[src/rtl/mcf_pkg.sv]
package mcf_pkg;

    typedef enum logic [3:0] {
        ST_FETCH       = 4'd0,
        ST_DECODE      = 4'd1,
        ST_MEM_ADDR    = 4'd2,
        ST_LOAD_READ   = 4'd3,
        ST_LOAD_WB     = 4'd4,
        ST_STORE_WRITE = 4'd5,
        ST_ALU_EXEC    = 4'd6,
        ST_ALU_WB      = 4'd7,
        ST_BRANCH      = 4'd8,
        ST_JUMP        = 4'd9
    } state_e;

    typedef enum logic [2:0] {
        IC_ALU     = 3'd0,
        IC_LOAD    = 3'd1,
        IC_STORE   = 3'd2,
        IC_BRANCH  = 3'd3,
        IC_JUMP    = 3'd4,
        IC_UNKNOWN = 3'd5
    } instr_class_e;

    localparam int unsigned SEL_W = 2;

    typedef struct packed {
        logic             pc_we;
        logic             pc_we_cond;
        logic             mem_rd;
        logic             mem_wr;
        logic             ir_we;
        logic             rf_we;
        logic             addr_is_data;
        logic             dst_is_rd;
        logic             wb_from_mem;
        logic             alu_a_sel;
        logic [SEL_W-1:0] alu_b_sel;
        logic [SEL_W-1:0] alu_class;
        logic [SEL_W-1:0] pc_sel;
    } ctrl_t;

endpackage

[src/rtl/mcf_op_classify.sv]
module mcf_op_classify
    import mcf_pkg::*;
#(
    parameter int unsigned          OP_W      = 6,
    parameter logic [OP_W-1:0]      OP_ALU    = 6'b000000,
    parameter logic [OP_W-1:0]      OP_LOAD   = 6'b100011,
    parameter logic [OP_W-1:0]      OP_STORE  = 6'b101011,
    parameter logic [OP_W-1:0]      OP_BRANCH = 6'b000100,
    parameter logic [OP_W-1:0]      OP_JUMP   = 6'b000010
) (
    input  logic [OP_W-1:0] opcode,
    output instr_class_e    iclass
);

    always_comb begin
        if      (opcode == OP_ALU)    iclass = IC_ALU;
        else if (opcode == OP_LOAD)   iclass = IC_LOAD;
        else if (opcode == OP_STORE)  iclass = IC_STORE;
        else if (opcode == OP_BRANCH) iclass = IC_BRANCH;
        else if (opcode == OP_JUMP)   iclass = IC_JUMP;
        else                          iclass = IC_UNKNOWN;
    end

endmodule

[src/rtl/mcf_next_state.sv]
module mcf_next_state
    import mcf_pkg::*;
(
    input  state_e       state,
    input  instr_class_e iclass,
    output state_e       state_nx
);

    always_comb begin
        state_nx = ST_FETCH;
        unique case (state)
            ST_FETCH: state_nx = ST_DECODE;
            ST_DECODE: begin
                unique case (iclass)
                    IC_LOAD, IC_STORE: state_nx = ST_MEM_ADDR;
                    IC_ALU:            state_nx = ST_ALU_EXEC;
                    IC_BRANCH:         state_nx = ST_BRANCH;
                    IC_JUMP:           state_nx = ST_JUMP;
                    default:           state_nx = ST_FETCH;
                endcase
            end
            ST_MEM_ADDR: begin
                // the held opcode picks the read or write leg
                if (iclass == IC_LOAD)       state_nx = ST_LOAD_READ;
                else if (iclass == IC_STORE) state_nx = ST_STORE_WRITE;
                else                         state_nx = ST_FETCH;
            end
            ST_LOAD_READ:   state_nx = ST_LOAD_WB;
            ST_LOAD_WB:     state_nx = ST_FETCH;
            ST_STORE_WRITE: state_nx = ST_FETCH;
            ST_ALU_EXEC:    state_nx = ST_ALU_WB;
            ST_ALU_WB:      state_nx = ST_FETCH;
            ST_BRANCH:      state_nx = ST_FETCH;
            ST_JUMP:        state_nx = ST_FETCH;
            default:        state_nx = ST_FETCH;
        endcase
    end

endmodule

[src/rtl/mcf_ctrl_decode.sv]
module mcf_ctrl_decode
    import mcf_pkg::*;
(
    input  state_e state,
    output ctrl_t  ctrl
);

    localparam logic [SEL_W-1:0] B_REG   = 2'b00;
    localparam logic [SEL_W-1:0] B_FOUR  = 2'b01;
    localparam logic [SEL_W-1:0] B_OFS   = 2'b10;
    localparam logic [SEL_W-1:0] B_OFS_2 = 2'b11;
    localparam logic [SEL_W-1:0] K_ADD   = 2'b00;
    localparam logic [SEL_W-1:0] K_SUB   = 2'b01;
    localparam logic [SEL_W-1:0] K_FUNCT = 2'b10;
    localparam logic [SEL_W-1:0] P_ALU   = 2'b00;
    localparam logic [SEL_W-1:0] P_OUT   = 2'b01;
    localparam logic [SEL_W-1:0] P_JMP   = 2'b10;

    always_comb begin
        ctrl = '0;
        unique case (state)
            ST_FETCH: begin
                ctrl.mem_rd    = 1'b1;
                ctrl.ir_we     = 1'b1;
                ctrl.pc_we     = 1'b1;
                ctrl.alu_b_sel = B_FOUR;
                ctrl.alu_class = K_ADD;
                ctrl.pc_sel    = P_ALU;
            end
            ST_DECODE: begin
                ctrl.alu_b_sel = B_OFS_2;
                ctrl.alu_class = K_ADD;
            end
            ST_MEM_ADDR: begin
                ctrl.alu_a_sel = 1'b1;
                ctrl.alu_b_sel = B_OFS;
                ctrl.alu_class = K_ADD;
            end
            ST_LOAD_READ: begin
                ctrl.mem_rd       = 1'b1;
                ctrl.addr_is_data = 1'b1;
            end
            ST_LOAD_WB: begin
                ctrl.rf_we       = 1'b1;
                ctrl.wb_from_mem = 1'b1;
            end
            ST_STORE_WRITE: begin
                ctrl.mem_wr       = 1'b1;
                ctrl.addr_is_data = 1'b1;
            end
            ST_ALU_EXEC: begin
                ctrl.alu_a_sel = 1'b1;
                ctrl.alu_b_sel = B_REG;
                ctrl.alu_class = K_FUNCT;
            end
            ST_ALU_WB: begin
                ctrl.rf_we     = 1'b1;
                ctrl.dst_is_rd = 1'b1;
            end
            ST_BRANCH: begin
                ctrl.alu_a_sel  = 1'b1;
                ctrl.alu_b_sel  = B_REG;
                ctrl.alu_class  = K_SUB;
                ctrl.pc_we_cond = 1'b1;
                ctrl.pc_sel     = P_OUT;
            end
            ST_JUMP: begin
                ctrl.pc_we  = 1'b1;
                ctrl.pc_sel = P_JMP;
            end
            default: ;
        endcase
    end

endmodule

[src/rtl/mc_ctrl_fsm.sv]
module mc_ctrl_fsm
    import mcf_pkg::*;
#(
    parameter int unsigned OP_W = 6
) (
    input  logic            clk,
    input  logic            rst,
    input  logic [OP_W-1:0] opcode,
    output logic            pc_we,
    output logic            pc_we_cond,
    output logic            mem_rd,
    output logic            mem_wr,
    output logic            ir_we,
    output logic            rf_we,
    output logic            addr_is_data,
    output logic            dst_is_rd,
    output logic            wb_from_mem,
    output logic            alu_a_sel,
    output logic [1:0]      alu_b_sel,
    output logic [1:0]      alu_class,
    output logic [1:0]      pc_sel
);

    state_e       state_q;
    state_e       state_nx;
    instr_class_e iclass;
    ctrl_t        ctrl_s;
    ctrl_t        ctrl_o;

    mcf_op_classify #(.OP_W(OP_W)) u_classify (
        .opcode (opcode),
        .iclass (iclass)
    );

    mcf_next_state u_next (
        .state    (state_q),
        .iclass   (iclass),
        .state_nx (state_nx)
    );

    mcf_ctrl_decode u_decode (
        .state (state_q),
        .ctrl  (ctrl_s)
    );

    always_ff @(posedge clk) begin
        if (rst) state_q <= ST_FETCH;
        else     state_q <= state_nx;
    end

    // reset silences every output, whatever the state register holds
    always_comb ctrl_o = rst ? '0 : ctrl_s;

    assign pc_we        = ctrl_o.pc_we;
    assign pc_we_cond   = ctrl_o.pc_we_cond;
    assign mem_rd       = ctrl_o.mem_rd;
    assign mem_wr       = ctrl_o.mem_wr;
    assign ir_we        = ctrl_o.ir_we;
    assign rf_we        = ctrl_o.rf_we;
    assign addr_is_data = ctrl_o.addr_is_data;
    assign dst_is_rd    = ctrl_o.dst_is_rd;
    assign wb_from_mem  = ctrl_o.wb_from_mem;
    assign alu_a_sel    = ctrl_o.alu_a_sel;
    assign alu_b_sel    = ctrl_o.alu_b_sel;
    assign alu_class    = ctrl_o.alu_class;
    assign pc_sel       = ctrl_o.pc_sel;

    // no enable while reset is held
    a_r1_reset_quiet: assert property (@(posedge clk)
        rst |-> !(pc_we || pc_we_cond || mem_wr || rf_we || ir_we || mem_rd));

    // fetch is always followed by the decode cycle
    a_r2_fetch_then_decode: assert property (@(posedge clk) disable iff (rst)
        ir_we |=> (alu_b_sel == 2'b11 && !ir_we && !rf_we && !mem_wr && !pc_we));

    // a load write-back comes straight after a data read
    a_r4_load_wb_after_read: assert property (@(posedge clk) disable iff (rst)
        (rf_we && wb_from_mem) |-> $past(mem_rd && addr_is_data));

    // a branch ends the instruction
    a_r7_branch_ends: assert property (@(posedge clk) disable iff (rst)
        pc_we_cond |=> ir_we);

    // a jump ends the instruction
    a_r8_jump_ends: assert property (@(posedge clk) disable iff (rst)
        (pc_we && pc_sel == 2'b10) |=> ir_we);

    // a single memory port is never asked to read and write at once
    a_r11_mem_exclusive: assert property (@(posedge clk) disable iff (rst)
        !(mem_rd && mem_wr));

endmodule

[config.mk]
export PLATFORM = sky130hd
export DESIGN_NAME = mc_ctrl_fsm
export DESIGN_NICKNAME = d
export VERILOG_FILES = /design/src/rtl/mcf_pkg.sv /design/src/rtl/mcf_op_classify.sv /design/src/rtl/mcf_next_state.sv /design/src/rtl/mcf_ctrl_decode.sv /design/src/rtl/mc_ctrl_fsm.sv
export SDC_FILE = /design/constraint.sdc
export NUM_CORES = 1
export LEC_CHECK = 0
export BUFFER_PORTS_ARGS = -buffer_cell sky130_fd_sc_hd__buf_2
export CORE_UTILIZATION = 45
export CTS_CLUSTER_SIZE = 10
export DETAILED_ROUTE_END_ITERATION = 8
export PLACE_DENSITY = 0.72
export SLEW_MARGIN = 25
export SYNTH_ARGS = -nofsm -noshare
export SYNTH_HDL_FRONTEND = slang
export SYNTH_HIERARCHICAL = 1
export SYNTH_SLANG_ARGS = --single-unit
[constraint.sdc]
create_clock -name clk -period 2.2 [get_ports clk]
set_input_delay 0.22 -clock clk [delete_from_list [all_inputs] [get_ports clk]]
set_output_delay 0.22 -clock clk [all_outputs]
set_load 0.01 [all_outputs]
Word-level counts from Yosys, hierarchy flattened:

Cells that the tools add are included.

* input port bits: 8
* output and inout bits: 16
* flip-flop bits (word level): 4
* word-level logic and storage cells: 49

* eq/ne operators: 17
* reduce and logical (&&, ||, !) cells: 9
* mux-type cells: 22

Operator list (count)
* one-hot mux 4 bit (5 select lines): 2
* equality test 4 x 3 -> 1 bit (second input constant): 4
* 2-to-1 mux 16 bit: 1
* one-hot mux 4 bit (4 select lines): 1
* 2-to-1 mux 3 bit: 5
* equality test 6 bit (second input constant): 2
* 2-to-1 mux 1 bit: 11
* OR reduction 2 bit: 5
* equality test 4 x 2 -> 1 bit (second input constant): 2
* equality test 4 bit (second input constant): 2
* equality test 3 x 2 -> 1 bit (second input constant): 2
* equality test 6 x 2 -> 1 bit (second input constant): 1
* equality test 6 x 3 -> 1 bit (second input constant): 1
* zero test 6 bit: 1
* equality test 4 x 1 -> 1 bit (second input constant): 1
* zero test 4 bit: 1
* 2-to-1 mux 4 bit: 1
* one-hot mux 2 bit (2 select lines): 1
* equality test 3 x 1 -> 1 bit (second input constant): 1
* equality test 3 bit (second input constant): 1
* zero test 3 bit: 1
* OR reduction 3 bit: 1

Depth between registers and ports, before layout:

Gate-level depths: netlist of run 1.

* word-level depth: 10
* depth in mapped cells: 6
* mapped depth without buffers: 6

Cells and area by module:

Netlist of run 1, hierarchy kept.

By module, submodules not included
* mc_ctrl_fsm: times used 1, cells each 26, area each 297.8 sq um, seq. area each 80.1 sq um
* mcf_ctrl_decode: times used 1, cells each 25, area each 197.7 sq um, seq. area each 0.0 sq um
* mcf_next_state: times used 1, cells each 25, area each 166.4 sq um, seq. area each 0.0 sq um
* mcf_op_classify: times used 1, cells each 9, area each 76.3 sq um, seq. area each 0.0 sq um

Worst setup path before layout of run 1:

OpenSTA, ideal clock, no wires.

* path kind: input port to flip-flop
* from: in opcode[5]
* to: reg state_q[0]
* data required time: 2085 ps
* slack: 469 ps
* cell stages on the path: 6
* data arrival time: 1616 ps
* setup time: 115 ps
* buffers on the path: 0
* cells stage by stage: or4_4 o32ai_2 nor2_1 a32oi_1 a21oi_1 nor2b_2

* elaborated cells between the ends (all ways): 20
* those cells by class: eq/ne (8); mux (9); reduce/logical (3)

RTL lines
* start: declaration: line mc_ctrl_fsm.sv:8 `input logic [OP_W-1:0] opcode,`
* equality test 6 x 3 -> 1 bit: line mcf_op_classify.sv:19 `else if (opcode == OP_BRANCH) iclass = IC_BRANCH;`
* 2-to-1 mux 3 bit: line mcf_op_classify.sv:19
* 2-to-1 mux 3 bit: line mcf_op_classify.sv:18 `else if (opcode == OP_STORE) iclass = IC_STORE;`
* 2-to-1 mux 3 bit: line mcf_op_classify.sv:17 `else if (opcode == OP_LOAD) iclass = IC_LOAD;`
* 2-to-1 mux 3 bit *: line mcf_op_classify.sv:16 `if (opcode == OP_ALU) iclass = IC_ALU;`
* via iclass[1]: line mc_ctrl_fsm.sv:26 `instr_class_e iclass;`
* equality test 3 x 2 -> 1 bit / equality test 3 x 1 -> 1 bit (equally long branches): line mcf_next_state.sv:14, mcf_next_state.sv:25, mcf_next_state.sv:24
* OR reduction 2 bit / 2-to-1 mux 3 bit (equally long branches): line mcf_next_state.sv:14, mcf_next_state.sv:25
* one-hot mux 4 bit (4 select lines) / 2-to-1 mux 4 bit (equally long branches): line mcf_next_state.sv:14, mcf_next_state.sv:24
* one-hot mux 4 bit (5 select lines) *: line mcf_next_state.sv:11 `unique case (state)`
* via state_nx[0]: line mc_ctrl_fsm.sv:25 `state_e state_nx;`
* end signal: assignment: line mc_ctrl_fsm.sv:48 `else state_q <= state_nx;`
* end: declaration: line mc_ctrl_fsm.sv:24 `state_e state_q;`

The timed path passes the listed nets; every way through them passes the cells marked *.
A chain may end at the register's enable or synchronous reset.

==> flow_summary.toml, run 1 <==
[detailed_routing]
vias = 670
first_iter_violations = 15
remaining_drc_errors = 0
dr.pass1.iters = 4
vias_per_cell = 5.45
finalWirelength_um = 1370
wl_per_cell_um = 11.1
antenna_left = 0

[floorplanning]
die_y_um = 42.5
start_util_pct = 48.4
io_pins = 24
die_x_um = 42.5
core_area_um2 = 1520
die_area_um2 = 1810
rows = 14

[critical_path]
end_kind = "primary output"
rr_worst_depth = 4
crit_type = "reg2out"
reg2reg_from = "state_q[0]"
ff2ff_setup_slack_ns = 0.67
r2r_end = "state_q[1]"
required_ns = 1.98
crit_path_max_fanout = 17
start_kind = "register"
cp_data_arrival_time_ns = 1.63

[sta]
rsz0062_at_grt = "false"
period_needed_ns = 1.85
setup_tns_ns = 0
hold_viol = 0
clock_skew_ns = 0.00190
max_freq_mhz = 539
tightest_slew_ns = 0.603
setup_viol = 0
maxSlewViolCount = 0
finalCritPeriodShare_pct = 84.3
slew_headroom_pct = 59.8

[power]
p_comb_share_pct = 29.9
p_int_uw = 174
p_total_uw = 247
powerDensity_nw_per_um2 = 289
peakVddDrop_v = 0.000202
clkPwrFrac_pct = 36.6
switching_share_pct = 29.9
power.leakage_nw = 0.377
p_sw_uw = 73.9
p_seq_share_pct = 33.5

[cts]
ctsResizeCount = 0
htree_num_levels = 1
ctsHoldBuffers = 0
path_clk_slew_ns = 0.04
insertion_delay_ns = 0.24
cts_made_buffers = 3
clk_path_buf_depth = 2
root_buffer = "clkbuf_4"
cts_sinks = 4
cts_tree = "yes"
cts_setup_buffers = 0

[grt]
gr-usage-met1_pct = 24.1
grt_pass1_vias = 532
overflow = 0
grt_pass1_wl_um = 2330
grt.busiest_layer = "met1"
grt_max_degree = 21
use_met3_pct = 5.17
antenna_found_initial = 0
grt_usage_pct = 16.4
gr-usage-met2_pct = 23.1

[logic_synthesis]
synth_top_cell_area_share_pct = 19.0
syn_avg_cell_area_um2 = 8.68
synthFlopType = "dfxtp_1"
ys_warn_count = 6
syn-num-nets = 93
async_flop_share_pct = 0
syn_inst = 85
yosysTopAreaCell = "nor2b_2"
mappedNetlistArea_um2 = 738
synth.area.top_cells = "nor2b_2 (19%), dfxtp_1 (11%), nor2b_4 (7.5%)"
synth_seq_cells = 4
ys_types = 37
synth_edf_count = 0
yosysSeqAreaShare_pct = 10.8

[hold_path]
min_to = "state_q[2]"
holdCritStartpoint = "rst"
worstHoldPathType = "in2reg"
hold_depth = 2

[flow_run]
max_cap_violations = 0

[cells_and_area]
seqCellArea_um2 = 80.1
layout_common_cells = "buf_2 (23), nor2b_2 (16), nor3_1 (6)"
largest_reg_flops = 4
final_common_cell = "buf_2"
layout.cells.non_filler = 123
layout-drive-gt1-share_pct = 55.1
multi_input_area_um2 = 581
diodes = 0
nNetsFinal = 117
fill_cells = 140
reg_top3 = "state_q x4"
area_growth_syn_to_layout_pct = 15.9
stdcell_area_um2 = 856
regMostFlops = "state_q"

[placement]
hpwlAfterDp_um = 995
port-buffer-count = 23
place_inst = 120
place.gp.congestion = 0.711
dpl_cell_area_um2 = 833

[status]
status = "complete, no violations"
## worst max-delay path, stage by stage (launching register included)
cell and delay, ns:
dfxtp_1 0.66, xor2_1 0.27, nor3b_2 0.20, nor2b_2 0.14, buf_2 0.13
## final cells by class
cell class | count | share of cell area (%)
Tap cell | 16 | 2.34
Multi-Input combinational cell | 71 | 67.8
Sequential cell | 4 | 9.36
Timing Repair Buffer | 27 | 17.0
Clock buffer | 3 | 2.63
Inverter | 2 | 0.877
## cell families after synthesis
group                     Yosys count  synth area share (%)
AOI/OAI and AO/OA                  15                  14.4
xor gates and xnor gates            5                  5.93
buffers and inverters              10                  10.5
DFF                                 4                  10.8
and+or+nand+nor                    51                  58.3
## metrics by stage
stage	hold slack, ns	utilization [%]	setup WS (ns)
3_3_place_gp	0.708	54.7	0.305
2_1_floorplan	0.455	-	0.469
4_1_cts	0.480	56.2	0.344
3_5_place_dp	0.723	54.7	0.269
5_1_grt	0.489	56.2	0.209
6_report	0.480	56.2	0.346
## worst max-delay path by stage
stage	from	to	slack, ns	cells past startpoint
after detailed placement	opcode[5]	state_q[0]	0.27	8
after CTS	state_q[0]	alu_b_sel[1]	0.34	4
after floorplan	opcode[5]	state_q[0]	0.47	6
after global routing	state_q[3]	alu_a_sel	0.21	4
after global placement	opcode[5]	state_q[0]	0.30	8
final	state_q[0]	alu_b_sel[1]	0.35	4
## per-layer routing
metal | vias to the layer above | routed length, um | part of all wire (%)
met5 | - | 0 | 0
met4 | 0 | 0 | 0
met3 | 0 | 74 | 5.4
met2 | 20 | 605 | 44
met1 | 304 | 688 | 50
li1 | 346 | - | -
## power groups by stage
stage / registers, mW / logic [mW] / clock network (mW)
2_1_floorplan: 0.0789 / 0.0608 / 0
3_5_place_dp: 0.0839 / 0.0739 / 0
6_report: 0.0830 / 0.0739 / 0.0905
3_3_place_gp: 0.0838 / 0.0727 / 0
5_1_grt: 0.0840 / 0.0807 / 0.102
4_1_cts: 0.0829 / 0.0742 / 0.0953
## cells in the mapped netlist (3+ instances only)
cell type	number
nor3b_1	3
buf_6	4
nor2b_2	16
nor3_1	6
dfxtp_1	4
nor2b_4	4
nor2_1	4
a21oi_1	5
xor2_1	3
Note: power is estimated with default switching activity, not from simulation.
==> run 2, diff against run 1 <==
==> constraint.sdc (replaced) <==
create_clock -name clk -period 1.9 [get_ports clk]
set_input_delay 0.19 -clock clk [delete_from_list [all_inputs] [get_ports clk]]
set_output_delay 0.19 -clock clk [all_outputs]
set_load 0.01 [all_outputs]
==> run 2 against run 1 <==
Effect of this change: clock-buffer cell count is the same; non-clock buffer count grew 1; flip-flop and latch count is the same.
==> flow_summary.toml, run 2 (synthesis gave the netlist of run 1 again) <==
[grt]
grt_pass1_vias = 553
overflow = 0
grt_usage_pct = 16.1
gr-usage-met2_pct = 27.1
grt_pass1_wl_um = 2330
antenna_found_initial = 0
use_met3_pct = 2.59
gr-usage-met1_pct = 21.4
grt_max_degree = 21
grt.busiest_layer = "met2"

[placement]
hpwlAfterDp_um = 1000
port-buffer-count = 23
place_inst = 121
place.gp.congestion = 0.774

[critical_path]
crit_path_max_fanout = 11
required_ns = 1.71
start_kind = "register"
reg2reg_from = "state_q[1]"
end_kind = "primary output"
ff2ff_setup_slack_ns = 0.46
r2r_end = "state_q[0]"
crit_type = "reg2out"
cp_data_arrival_time_ns = 1.55
rr_worst_depth = 5

[floorplanning]
die_area_um2 = 1810
die_y_um = 42.5
core_area_um2 = 1520
die_x_um = 42.5
io_pins = 24
rows = 14
start_util_pct = 48.4

[cts]
cts_sinks = 4
cts_tree = "yes"
clk_path_buf_depth = 2
cts_made_buffers = 3
root_buffer = "clkbuf_4"
htree_num_levels = 1
path_clk_slew_ns = 0.04
insertion_delay_ns = 0.23
ctsHoldBuffers = 0

[cells_and_area]
layout_common_cells = "buf_2 (23), nor2b_2 (16), nor3_1 (6)"
post-route-util_pct = 56.7
largest_reg_flops = 4
regMostFlops = "state_q"
multi_input_area_um2 = 581
diodes = 0
layout-drive-gt1-share_pct = 56.5
nNetsFinal = 118
reg_top3 = "state_q x4"
fill_cells = 154
final_common_cell = "buf_2"
seqCellArea_um2 = 81.3
area_growth_syn_to_layout_pct = 17.1
layout.cells.non_filler = 124

[detailed_routing]
remaining_drc_errors = 0
vias = 675
dr.pass1.iters = 4
wl_per_cell_um = 11.3
finalWirelength_um = 1410
vias_per_cell = 5.44
first_iter_violations = 6
antenna_left = 0

[status]
status = "complete, no violations"

[hold_path]
holdCritStartpoint = "rst"
hold_depth = 2
worstHoldPathType = "in2reg"
min_to = "state_q[3]"

[sta]
tightest_slew_ns = 0.602
setup_tns_ns = 0
period_needed_ns = 1.74
setup_viol = 0
slew_headroom_pct = 59.8
hold_viol = 0
finalCritPeriodShare_pct = 91.7
maxSlewViolCount = 0
rsz0062_at_grt = "false"
clock_skew_ns = 0.00162
max_freq_mhz = 574

[power]
power.leakage_nw = 0.382
peakVddDrop_v = 0.000252
powerDensity_nw_per_um2 = 333

[flow_run]
max_cap_violations = 0
[run 2: cell count changes in the layout (fill, tap and decap cells not counted), sizes merged]
cell	delta
buf	+1
[run 2: what timing repair did]
action                                  in CTS  in global routing
resized for setup                            0                  1
buffers inserted                             0                  0
endpoints found under the setup margin       0                  1
[run 2: layout make-up]
class / count / share of cell area, %
clock buffers: 3 / 2.60
inverters: 2 / 0.868
multi-input cells: 71 / 67.1
flip-flops and latches: 4 / 9.41
well taps: 16 / 2.32
repair buffers: 28 / 17.7
[run 2: worst max-delay path, cell delays in order (launching register included)]
cell	delay (ns)
dfxtp_1	0.55
buf_4	0.25
xnor2_1	0.14
nor3b_2	0.06
nor2b_2	0.16
buf_2	0.16
[run 2: per-layer routing]
layer | up-vias | wire [um]
li1 | 350 | -
met1 | 307 | 692
met2 | 18 | 647
met3 | 0 | 65
met4 | 0 | 0
met5 | - | 0
[run 2: worst max path at each step]
| stage | from | endpoint | slack (ns) | cells past startpoint |
|---|---|---|---|---|
| after floorplan | opcode[5] | state_q[0] | 0.20 | 6 |
| after global placement | opcode[5] | state_q[3] | 0.03 | 8 |
| after detailed placement | opcode[5] | state_q[3] | 0.02 | 8 |
| after CTS | state_q[3] | alu_a_sel | 0.09 | 4 |
| after global routing | state_q[1] | addr_is_data | 0.05 | 5 |
| final | state_q[1] | addr_is_data | 0.16 | 5 |
[run 2: stage by stage]
step	hold WS, ns	area (um2)	worst slack, ns	power [mW]
floorplan	0.425	738	0.199	0.162
global placement	0.681	841	0.0282	0.185
detailed placement	0.691	841	0.0224	0.187
CTS	0.448	863	0.0912	0.295
global route	0.477	865	0.0513	0.314
finish	0.449	865	0.157	0.288
[run 2: where the power goes]
| group | total, mW | internal, mW | switching, mW |
|---|---|---|---|
| Sequential | 0.0932 | 0.0868 | 0.00643 |
| Combinational | 0.0926 | 0.0468 | 0.0458 |
| Clock | 0.102 | 0.0705 | 0.0317 |
